**src/rtl/xcvr_pkg.sv**
```systemverilog
package xcvr_pkg;

    typedef enum logic {
        SRC_LIVE   = 1'b0,
        SRC_STORED = 1'b1
    } src_sel_e;

endpackage

```
**src/rtl/xcvr_store.sv**
```systemverilog
module xcvr_store #(
    parameter int W = 8
) (
    input  logic         clk,
    input  logic         rst,
    input  logic         strobe,
    input  logic [W-1:0] din,
    output logic [W-1:0] q
);

    typedef struct packed {
        logic [W-1:0] data;
        logic         strb;
    } store_t;

    store_t st_d, st_q;
    logic   rise;

    always_comb begin
        st_d      = st_q;
        rise      = strobe && !st_q.strb;
        st_d.strb = strobe;
        if (rise) begin
            st_d.data = din;
        end
        if (rst) begin
            st_d = '0;
        end
    end

    always_ff @(posedge clk) begin
        st_q <= st_d;
    end

    assign q = st_q.data;

    AST_CAPTURE_LOAD: assert property (@(posedge clk) disable iff (rst)
        rise |=> (q == $past(din)));

    AST_NO_EDGE_KEEP: assert property (@(posedge clk) disable iff (rst)
        !rise |=> (q == $past(q)));

endmodule

```
**src/rtl/xcvr_port_view.sv**
```systemverilog
module xcvr_port_view #(
    parameter int W = 8
) (
    input  logic         clk,
    input  logic         rst,
    input  logic         ext_drv,
    input  logic [W-1:0] ext_val,
    input  logic         oe,
    input  logic         stored_src,
    input  logic [W-1:0] stored_val,
    input  logic [W-1:0] own_out,
    output logic [W-1:0] base,
    output logic [W-1:0] view
);

    typedef struct packed {
        logic [W-1:0] hold;
    } view_t;

    view_t vw_d, vw_q;

    always_comb begin
        if (ext_drv) begin
            base = ext_val;
        end else if (oe && stored_src) begin
            base = stored_val;
        end else begin
            base = vw_q.hold;
        end

        if (ext_drv) begin
            view = ext_val;
        end else if (oe) begin
            view = own_out;
        end else begin
            view = vw_q.hold;
        end

        vw_d.hold = view;
        if (rst) begin
            vw_d = '0;
        end
    end

    always_ff @(posedge clk) begin
        vw_q <= vw_d;
    end

    AST_FLOAT_HOLDS: assert property (@(posedge clk) disable iff (rst)
        (!ext_drv && !oe && !$past(rst)) |-> (view == $past(view)));

endmodule

```
**src/rtl/xcvr_dir.sv**
```systemverilog
module xcvr_dir
    import xcvr_pkg::*;
#(
    parameter int W = 8
) (
    input  logic         clk,
    input  logic         rst,
    input  logic         strobe,
    input  logic [W-1:0] cap_src,
    input  logic [W-1:0] live_src,
    input  logic         sel,
    output logic [W-1:0] q,
    output logic [W-1:0] drive
);

    src_sel_e src;

    xcvr_store #(.W(W)) store_i (
        .clk    (clk),
        .rst    (rst),
        .strobe (strobe),
        .din    (cap_src),
        .q      (q)
    );

    always_comb begin
        src = src_sel_e'(sel);
        unique case (src)
            SRC_STORED: drive = q;
            default:    drive = live_src;
        endcase
    end

endmodule

```
**src/rtl/xcvr_top.sv**
```systemverilog
module xcvr_top #(
    parameter int DATA_W = 8
) (
    input  logic              clk,
    input  logic              rst,
    input  logic              a_ext_drv,
    input  logic [DATA_W-1:0] a_ext_val,
    input  logic              b_ext_drv,
    input  logic [DATA_W-1:0] b_ext_val,
    input  logic              cap_ab,
    input  logic              cap_ba,
    input  logic              en_ab,
    input  logic              en_ba_n,
    input  logic              sel_ab,
    input  logic              sel_ba,
    output logic [DATA_W-1:0] a_out,
    output logic              a_oe,
    output logic [DATA_W-1:0] b_out,
    output logic              b_oe
);

    logic [DATA_W-1:0] ab_q, ba_q;
    logic [DATA_W-1:0] a_base, b_base, a_view, b_view;

    assign a_oe = !rst && !en_ba_n;
    assign b_oe = !rst && en_ab;

    xcvr_port_view #(.W(DATA_W)) view_a_i (
        .clk        (clk),
        .rst        (rst),
        .ext_drv    (a_ext_drv),
        .ext_val    (a_ext_val),
        .oe         (a_oe),
        .stored_src (sel_ba),
        .stored_val (ba_q),
        .own_out    (a_out),
        .base       (a_base),
        .view       (a_view)
    );

    xcvr_port_view #(.W(DATA_W)) view_b_i (
        .clk        (clk),
        .rst        (rst),
        .ext_drv    (b_ext_drv),
        .ext_val    (b_ext_val),
        .oe         (b_oe),
        .stored_src (sel_ab),
        .stored_val (ab_q),
        .own_out    (b_out),
        .base       (b_base),
        .view       (b_view)
    );

    xcvr_dir #(.W(DATA_W)) dir_ab_i (
        .clk      (clk),
        .rst      (rst),
        .strobe   (cap_ab),
        .cap_src  (a_view),
        .live_src (a_base),
        .sel      (sel_ab),
        .q        (ab_q),
        .drive    (b_out)
    );

    xcvr_dir #(.W(DATA_W)) dir_ba_i (
        .clk      (clk),
        .rst      (rst),
        .strobe   (cap_ba),
        .cap_src  (b_view),
        .live_src (b_base),
        .sel      (sel_ba),
        .q        (ba_q),
        .drive    (a_out)
    );

    AST_STORED_ON_B: assert property (@(posedge clk) disable iff (rst)
        (b_oe && sel_ab && !b_ext_drv) |-> (b_view == ab_q));

    AST_STORED_ON_A: assert property (@(posedge clk) disable iff (rst)
        (a_oe && sel_ba && !a_ext_drv) |-> (a_view == ba_q));

    AST_COPY_BOTH: assert property (@(posedge clk) disable iff (rst)
        (a_oe && sel_ba && !a_ext_drv && cap_ab && !$past(cap_ab) && !cap_ba && !$past(rst))
        |=> (ab_q == ba_q));

    AST_RESET_QUIET: assert property (@(posedge clk)
        rst |-> (!a_oe && !b_oe));

endmodule

```
**config.mk**
```make
export PLATFORM = sky130hd
export DESIGN_NAME = xcvr_top
export DESIGN_NICKNAME = d
export VERILOG_FILES = /design/src/rtl/xcvr_pkg.sv /design/src/rtl/xcvr_store.sv /design/src/rtl/xcvr_port_view.sv /design/src/rtl/xcvr_dir.sv /design/src/rtl/xcvr_top.sv
export SDC_FILE = /design/constraint.sdc
export NUM_CORES = 1
export LEC_CHECK = 0
export BUFFER_PORTS_ARGS = -buffer_cell sky130_fd_sc_hd__buf_4
export CORE_AREA = 2 2 65 67
export CTS_BUF_LIST = sky130_fd_sc_hd__clkbuf_16
export CTS_CLUSTER_DIAMETER = 150
export DETAILED_ROUTE_END_ITERATION = 8
export DIE_AREA = 0 0 67 69
export HOLD_SLACK_MARGIN = 0.12
export PLACE_DENSITY = 0.86
export SYNTH_ARGS = -nofsm -noshare
export SYNTH_HDL_FRONTEND = slang
export SYNTH_SLANG_ARGS = --single-unit
```
**constraint.sdc**
```tcl
create_clock -name clk -period 2.5 [get_ports clk]
set_input_delay 0 -clock clk [delete_from_list [all_inputs] [get_ports clk]]
set_output_delay 0 -clock clk [all_outputs]
set_load 0.05 [all_outputs]
```
==> flow_summary.json, run 1 <==
{
  "outcome": "completed",
  "cp_slowest_cell": "dlygate4sd3_1",
  "arrival_ns": 2.27,
  "io_pins": 44,
  "crit_buf_inv": 4,
  "yosysUniqueCellTypes": 46,
  "vias_per_cell": 6.36,
  "drt_iter0_markers": 225,
  "cts_buffers": 5,
  "maxCapViolCount": 0,
  "drtPass1Iterations": 6,
  "synth-compound-area-share_pct": 32.3,
  "muxShareOfSynthArea_pct": 0.929,
  "leakage_nw": 1.17,
  "hold_viol": 0,
  "die_y_um": 69,
  "start_kind": "primary input",
  "final_area_sq_um": 2900,
  "die-area_sq_um": 4620,
  "num_vias": 2435,
  "htreeDepth": 2,
  "cts_tree": "done",
  "overflow": 0,
  "slew_headroom_pct": 50.2,
  "die_w_um": 67,
  "netlist_area_sq_um": 2290,
  "cts_root_buffer": "clkbuf_16",
  "grt_pass1_wl_mm": 10.7,
  "avgRoutedWirePerCell_um": 17.1,
  "slowest_delay_ns": 0.54,
  "clkSlewWorstSetupHoldPaths_ns": 0.05,
  "ys_seq_area_share_pct": 29.7,
  "layout-drive-gt1-share_pct": 18.9,
  "fmax_ghz": 0.441,
  "irDropWorstVdd_mv": 0.423,
  "placed_cell_area_sq_um": 2580,
  "port_buffers": 43,
  "gp_congestion": 0.867,
  "synthSimpleGateAreaFrac_pct": 30.6,
  "synth_top_area_share_pct": 29.7,
  "drtAntennaViolNets": 0,
  "powerDensity_nw_per_um2": 580,
  "crit_fanout": 34,
  "fill_cells": 324,
  "hold_start": "b_ext_val[6]",
  "grt_start_max_net_pins": 41,
  "synth_top_family_by_area": "compound AO/OA/AOI/OAI gates",
  "route.detailed.drc": 0,
  "hp-class": "primary input to flop",
  "syn_inst": 284,
  "synthToLayoutAreaGrowth_pct": 26.6,
  "period_minus_slack_ns": 2.27,
  "ys_warn_count": 0,
  "synthFlopType": "dfxtp_1",
  "criticalPathCategory": "primary input to primary output",
  "antenna_found_initial": 0,
  "cts.sinks": 34,
  "setup_viol": 0,
  "antenna_cells": 0,
  "crit_required_ns": 2.50,
  "drv_slew": 0,
  "core_area_sq_um": 3910,
  "rsz0062_at_grt": "false",
  "path_cells": "dlygate4sd3_1 > buf_4 > nor2_1 > buf_4 > a221oi_2 > o31ai_1 > buf_4",
  "finalSetupTns_ns": 0,
  "synthXorXnorAreaFrac_pct": 0,
  "avgSynthCellArea_sq_um": 8.06,
  "cpMostUsedCell": "buf_4",
  "row_count": 23,
  "finalNetCount": 358,
  "ys_async_sr_fraction_pct": 0,
  "synth_edf_count": 0,
  "floorplan.initialDensity_pct": 58.5,
  "period_share_pct": 90.7,
  "synth_area_leader_cell": "dfxtp_1",
  "track_usage_pct": 29.5,
  "synthTopCellsByArea": "dfxtp_1, and2_1, nor2b_1",
  "synth_nets": 310,
  "synthAdderAreaFrac_pct": 0,
  "routed_wl_mm": 6.54,
  "ys_ff_latch": 34,
  "startpoint": "rst",
  "cp-end-kind": "primary output",
  "r2r_start": "dir_ab_i.store_i.st_q[0]$_SDFF_PP0_",
  "clockBufferDepth": 2,
  "hpwl_mm": 4.34,
  "clock_latency_ns": 0.28,
  "path_delay_family": "buffers and inverters",
  "grt_pass1_vias": 2279,
  "worstMarginPinSlew_ns": 0.746,
  "finalClockSkew_ns": 0.00318
}
==> state kept, by name (all words and copies together), names as in the netlist <==
name / cells
view_a_i.vw_q: 8
view_b_i.vw_q: 8
dir_ba_i.store_i.st_q: 1
dir_ab_i.store_i.st_q: 1
dir_ba_i.store_i.q: 8
dir_ab_i.store_i.q: 8
==> layer usage <==
metal / vias to the layer above / track usage, % / part of all wire (%)
met1: 1142 / 36.3 / 40
met3: 19 / 5.55 / 6.1
met5: - / 0 / 0
li1: 1165 / - / -
met4: 0 / 9.98 / 2.4
met2: 109 / 50.4 / 52
==> worst register-to-register path, cell delays in order, from the launching register on <==
cell	delay, ns
dfxtp_1	0.34
nor2b_1	0.06
nor2_1	0.48
a22oi_1	0.18
nand2_1	0.11
dlygate4sd3_1	0.55
==> placed cells by master, fill, tap and decap left out, types with 2 or more instances in the layout <==
| master | count |
|---|---|
| o31ai_1 | 14 |
| nor2_1 | 12 |
| a2bb2oi_1 | 5 |
| a221oi_2 | 7 |
| o21a_1 | 6 |
| or3_1 | 7 |
| nor3b_1 | 8 |
| a2111oi_0 | 6 |
| clkbuf_16 | 5 |
| nor3_1 | 19 |
| a21oi_1 | 13 |
| nor2b_1 | 21 |
| o311a_1 | 6 |
| a221o_1 | 6 |
| clkinv_1 | 2 |
| a211oi_1 | 7 |
| o31a_1 | 2 |
| buf_4 | 45 |
| inv_1 | 10 |
| o21ai_0 | 8 |
| dlygate4sd3_1 | 18 |
| and2_1 | 21 |
| dfxtp_1 | 34 |
| nand2b_1 | 6 |
| nand2_1 | 24 |
==> power by group <==
| group | switching [mW] | internal, mW |
|---|---|---|
| Sequential | 0.0341 | 0.587 |
| Clock | 0.219 | 0.359 |
| Combinational | 0.293 | 0.187 |
==> what timing repair did <==
| action | 4_1_cts | 5_1_grt |
|---|---|---|
| endpoints found under the setup margin | 0 | 1 |
| buffers inserted | 0 | 0 |
| gates resized for setup | 0 | 1 |
| hold endpoints to repair | 16 | 0 |
| hold buffers | 18 | 0 |
==> per-stage QoR <==
step                      std cells  setup WS [ns]  power (mW)  utilization [%]  hold WS (ns)
after floorplan                 284         0.0692       0.946                -         0.128
after global placement          357          0.600        1.07             65.9         0.234
after detailed placement        357          0.545        1.08             65.9         0.241
after CTS                       383          0.132        1.68             74.0         0.121
after global routing            383          0.106        1.75             74.0         0.136
final                           383          0.232        1.68             74.0         0.118
==> final timing paths <==
path / end / slack [ns] / cells after the start
setup / recovery: b_out[0] / 0.23 / 7
hold / removal: dir_ba_i.store_i.q[6]$_SDFFE_PP0P_ / 0.12 / 3
setup reg to reg: dir_ab_i.store_i.q[7]$_SDFFE_PP0P_ / 0.72 / 5
hold reg to reg: dir_ab_i.store_i.q[6]$_SDFFE_PP0P_ / 0.50 / 2
==> final cells by class <==
type | instances | area, sq um | area share (%)
clock buffers | 5 | 125 | 4.32
clock inverters | 3 | 12.5 | 0.432
inverters | 10 | 37.5 | 1.30
multi-input cells | 218 | 1460 | 50.4
flip-flops and latches | 34 | 681 | 23.5
well taps | 50 | 62.6 | 2.16
repair buffers | 63 | 518 | 17.9
==> logic make-up (layout without fill, tap and decap cells) <==
| kind of cell | after synthesis | in the layout |
|---|---|---|
| and+or+nand+nor | 126 | 126 |
| AOI/OAI and AO/OA | 90 | 90 |
| muxes | 2 | 2 |
| DFF | 34 | 34 |
| buffers and inverters | 32 | 81 |
==> cell usage after synthesis, types with 2 or more instances <==
| master | n |
|---|---|
| a2111oi_0 | 7 |
| o311a_1 | 6 |
| o21a_1 | 6 |
| inv_1 | 9 |
| a221o_1 | 6 |
| a221oi_2 | 7 |
| o31a_1 | 2 |
| a21oi_1 | 13 |
| o31ai_1 | 14 |
| nand2b_1 | 6 |
| buf_6 | 2 |
| buf_1 | 3 |
| dfxtp_1 | 34 |
| a211oi_1 | 7 |
| buf_4 | 2 |
| nor3_1 | 19 |
| clkbuf_1 | 11 |
| buf_2 | 4 |
| or3_1 | 7 |
| nor2b_1 | 21 |
| a2bb2oi_1 | 5 |
| o21ai_0 | 8 |
| nor3b_1 | 8 |
| nand2_1 | 24 |
| nor2_1 | 12 |
| and2_1 | 21 |
Note: power is estimated with default switching activity, not from simulation.
==> inputs of run 2 (changes only) <==
--- a/config.mk
+++ b/config.mk
@@ -5,14 +5,16 @@
 export SDC_FILE = /design/constraint.sdc
 export NUM_CORES = 1
 export LEC_CHECK = 0
+export ABC_CLOCK_PERIOD_IN_PS = 2500
 export BUFFER_PORTS_ARGS = -buffer_cell sky130_fd_sc_hd__buf_4
-export CORE_AREA = 2 2 65 67
+export CORE_AREA = 2 2 67 69
 export CTS_BUF_LIST = sky130_fd_sc_hd__clkbuf_16
 export CTS_CLUSTER_DIAMETER = 150
 export DETAILED_ROUTE_END_ITERATION = 8
-export DIE_AREA = 0 0 67 69
+export DIE_AREA = 0 0 69 71
 export HOLD_SLACK_MARGIN = 0.12
-export PLACE_DENSITY = 0.86
+export PLACE_DENSITY = 0.85
 export SYNTH_ARGS = -nofsm -noshare
 export SYNTH_HDL_FRONTEND = slang
+export SYNTH_HIERARCHICAL = 1
 export SYNTH_SLANG_ARGS = --single-unit
==> flow_summary.json, run 2 <==
{
  "ys_warn_count": 6,
  "overflow": 0,
  "irDropWorstVdd_mv": 0.479,
  "drtAntennaViolNets": 0,
  "cts_hold_buf": 9,
  "finalClockSkew_ns": 0.00193,
  "finalSetupTns_ns": 0,
  "fill_cells": 361,
  "multi_input_area_sq_um": 1450,
  "clockBufferDepth": 2,
  "final_area_sq_um": 2780,
  "cts_resized": 0,
  "floorplan.initialDensity_pct": 57.6,
  "crit_required_ns": 2.66,
  "start_kind": "primary input",
  "grt_pass1_vias": 2037,
  "avgRoutedWirePerCell_um": 17.1,
  "clkSlewWorstSetupHoldPaths_ns": 0.05,
  "period_minus_slack_ns": 1.66,
  "die_y_um": 71,
  "synth_edf_count": 0,
  "p_total_mw": 1.68,
  "num_vias": 2043,
  "placed_cell_area_sq_um": 2550,
  "setup_viol": 0,
  "hp-class": "primary input to flop",
  "final_common_cell": "a211oi_1",
  "clock_power_share_pct": 34.5,
  "setup_ws_ns": 0.835,
  "io_pins": 44,
  "cts_setup_buffers": 0,
  "power_switching_mw": 0.533,
  "grt_start_max_net_pins": 51,
  "p_int_mw": 1.15,
  "outcome": "completed",
  "leakage_nw": 1.07,
  "finalNonFillerCells": 336,
  "cp-end-kind": "flop",
  "ys_seq_area_share_pct": 28.1,
  "die-area_sq_um": 4900,
  "cp_slowest_cell": "nor2_1",
  "hpwl_mm": 4.04,
  "yosysMostFrequentCell": "a211oi_1",
  "die_w_um": 69,
  "cts_root_buffer": "clkbuf_16",
  "slowest_delay_ns": 0.48,
  "synthTopCellsByArea": "dfxtp_1, a211oi_1, mux2_4",
  "synthFlopType": "dfxtp_1",
  "ys_ff_latch": 34,
  "arrival_ns": 1.83,
  "synth_area_leader_cell": "dfxtp_1",
  "clock_latency_ns": 0.28,
  "route.detailed.drc": 0,
  "syn_inst": 256,
  "gp_congestion": 0.814,
  "cts_buffers": 5,
  "synthToLayoutAreaGrowth_pct": 14.8,
  "period_share_pct": 66.6,
  "seq_power_share_pct": 36.6,
  "ys_async_sr_fraction_pct": 0,
  "core_area_sq_um": 4200,
  "cts.sinks": 34,
  "finalNetCount": 309,
  "drv_slew": 0,
  "synth_top_area_share_pct": 28.1,
  "crit_fanout": 8,
  "antenna_found_initial": 0,
  "regArea_sq_um": 681,
  "htreeDepth": 2,
  "grt_pass1_wl_mm": 9.52,
  "p_comb_share_pct": 28.9,
  "final_util_pct": 66.2,
  "powerDensity_nw_per_um2": 604,
  "avgSynthCellArea_sq_um": 9.46,
  "row_count": 24,
  "preCtsSetupSlack_ns": 0.597,
  "criticalPathCategory": "primary input to flop",
  "worstMarginPinSlew_ns": 0.615,
  "synth_common_cells": "a211oi_1, dfxtp_1, nor2b_1, nor2_1",
  "drtPass1Iterations": 4,
  "yosysUniqueCellTypes": 20,
  "path_cells": "buf_4 > nor2_1 > and2_2 > a211oi_1 > mux2_4 > mux2i_1 > a21oi_1 > nand4bb_1 > o21ai_1",
  "swShare_pct": 31.7,
  "rsz0062_at_grt": "false",
  "track_usage_pct": 24.0,
  "port_buffers": 43,
  "rr_worst_depth": 7,
  "routed_wl_mm": 5.75,
  "layout_common_cells": "a211oi_1, buf_4, dfxtp_1",
  "antenna_cells": 0,
  "hold_viol": 0,
  "layout-drive-gt1-share_pct": 28.9,
  "whs_ns": 0.123,
  "cts_tree": "done",
  "slew_headroom_pct": 58.8,
  "maxCapViolCount": 0,
  "synth_nets": 282,
  "vias_per_cell": 6.08,
  "dp_cells": 319,
  "netlist_area_sq_um": 2420,
  "fmax_ghz": 0.601,
  "hold_depth": 3,
  "drt_iter0_markers": 129
}
-- run 2: cell count changes in the layout (fill, tap and decap cells not counted), sizes merged, moves of 9 or more --
cell         previous run  this run
dlygate4sd3            18         9
nand2b                  6        16
nor3                   19         0
and2                   21         2
nand4bb                 0        16
mux2i                   1        16
a211oi                  7        48
mux2                    1        16
o31ai                  15         0
nand2                  24         0
-- run 2: cell type report --
| cell class | count | share of cell area, % |
|---|---|---|
| Sequential cell | 34 | 24.5 |
| Timing Repair Buffer | 56 | 15.9 |
| Tap cell | 52 | 2.34 |
| Inverter | 2 | 0.270 |
| Clock inverter | 3 | 0.405 |
| Clock buffer | 5 | 4.50 |
| Multi-Input combinational cell | 184 | 52.1 |
-- run 2: cells by family after synthesis --
| group | count (synthesis) | synth area share (%) |
|---|---|---|
| buffers and inverters | 38 | 12.1 |
| and+or+nand+nor | 72 | 20.6 |
| DFF | 34 | 28.1 |
| muxes | 32 | 16.5 |
| AOI/OAI and AO/OA | 80 | 22.7 |
-- run 2: metal layers --
metal / global-route usage, % / up-vias / wire (um) / share of wire, %
met5: 0 / - / 0 / 0
met4: 7.19 / 0 / 76 / 1.3
met3: 5.41 / 8 / 269 / 4.7
met2: 43.5 / 47 / 2950 / 51
met1: 28.4 / 1003 / 2450 / 43
li1: - / 985 / - / -
-- run 2: power groups by stage --
stage | Clock [mW] | Sequential (mW) | Combinational, mW
2_1_floorplan | 0 | 0.609 | 0.392
3_3_place_gp | 0 | 0.624 | 0.465
3_5_place_dp | 0 | 0.625 | 0.473
4_1_cts | 0.588 | 0.614 | 0.486
5_1_grt | 0.620 | 0.618 | 0.521
6_report | 0.579 | 0.614 | 0.486
-- run 2: final timing paths --
check                                     startpoint                                  to  slack [ns]
hold / removal                          b_ext_val[4]         view_b_i/vw_q[4]$_SDFF_PP0_        0.12
setup / recovery                                 rst  dir_ba_i/store_i/q[6]$_SDFFE_PP0P_        0.84
setup reg to reg         view_a_i/vw_q[6]$_SDFF_PP0_  dir_ba_i/store_i/q[6]$_SDFFE_PP0P_        1.01
hold reg to reg   dir_ba_i/store_i/q[6]$_SDFFE_PP0P_  dir_ba_i/store_i/q[6]$_SDFFE_PP0P_        0.50
-- run 2: critical path: cells and delay by family --
family	cells	cell delay, ns
muxes	2	0.50
and+or+nand+nor	3	0.93
AOI/OAI and AO/OA	3	0.28
buffers and inverters	1	0.12
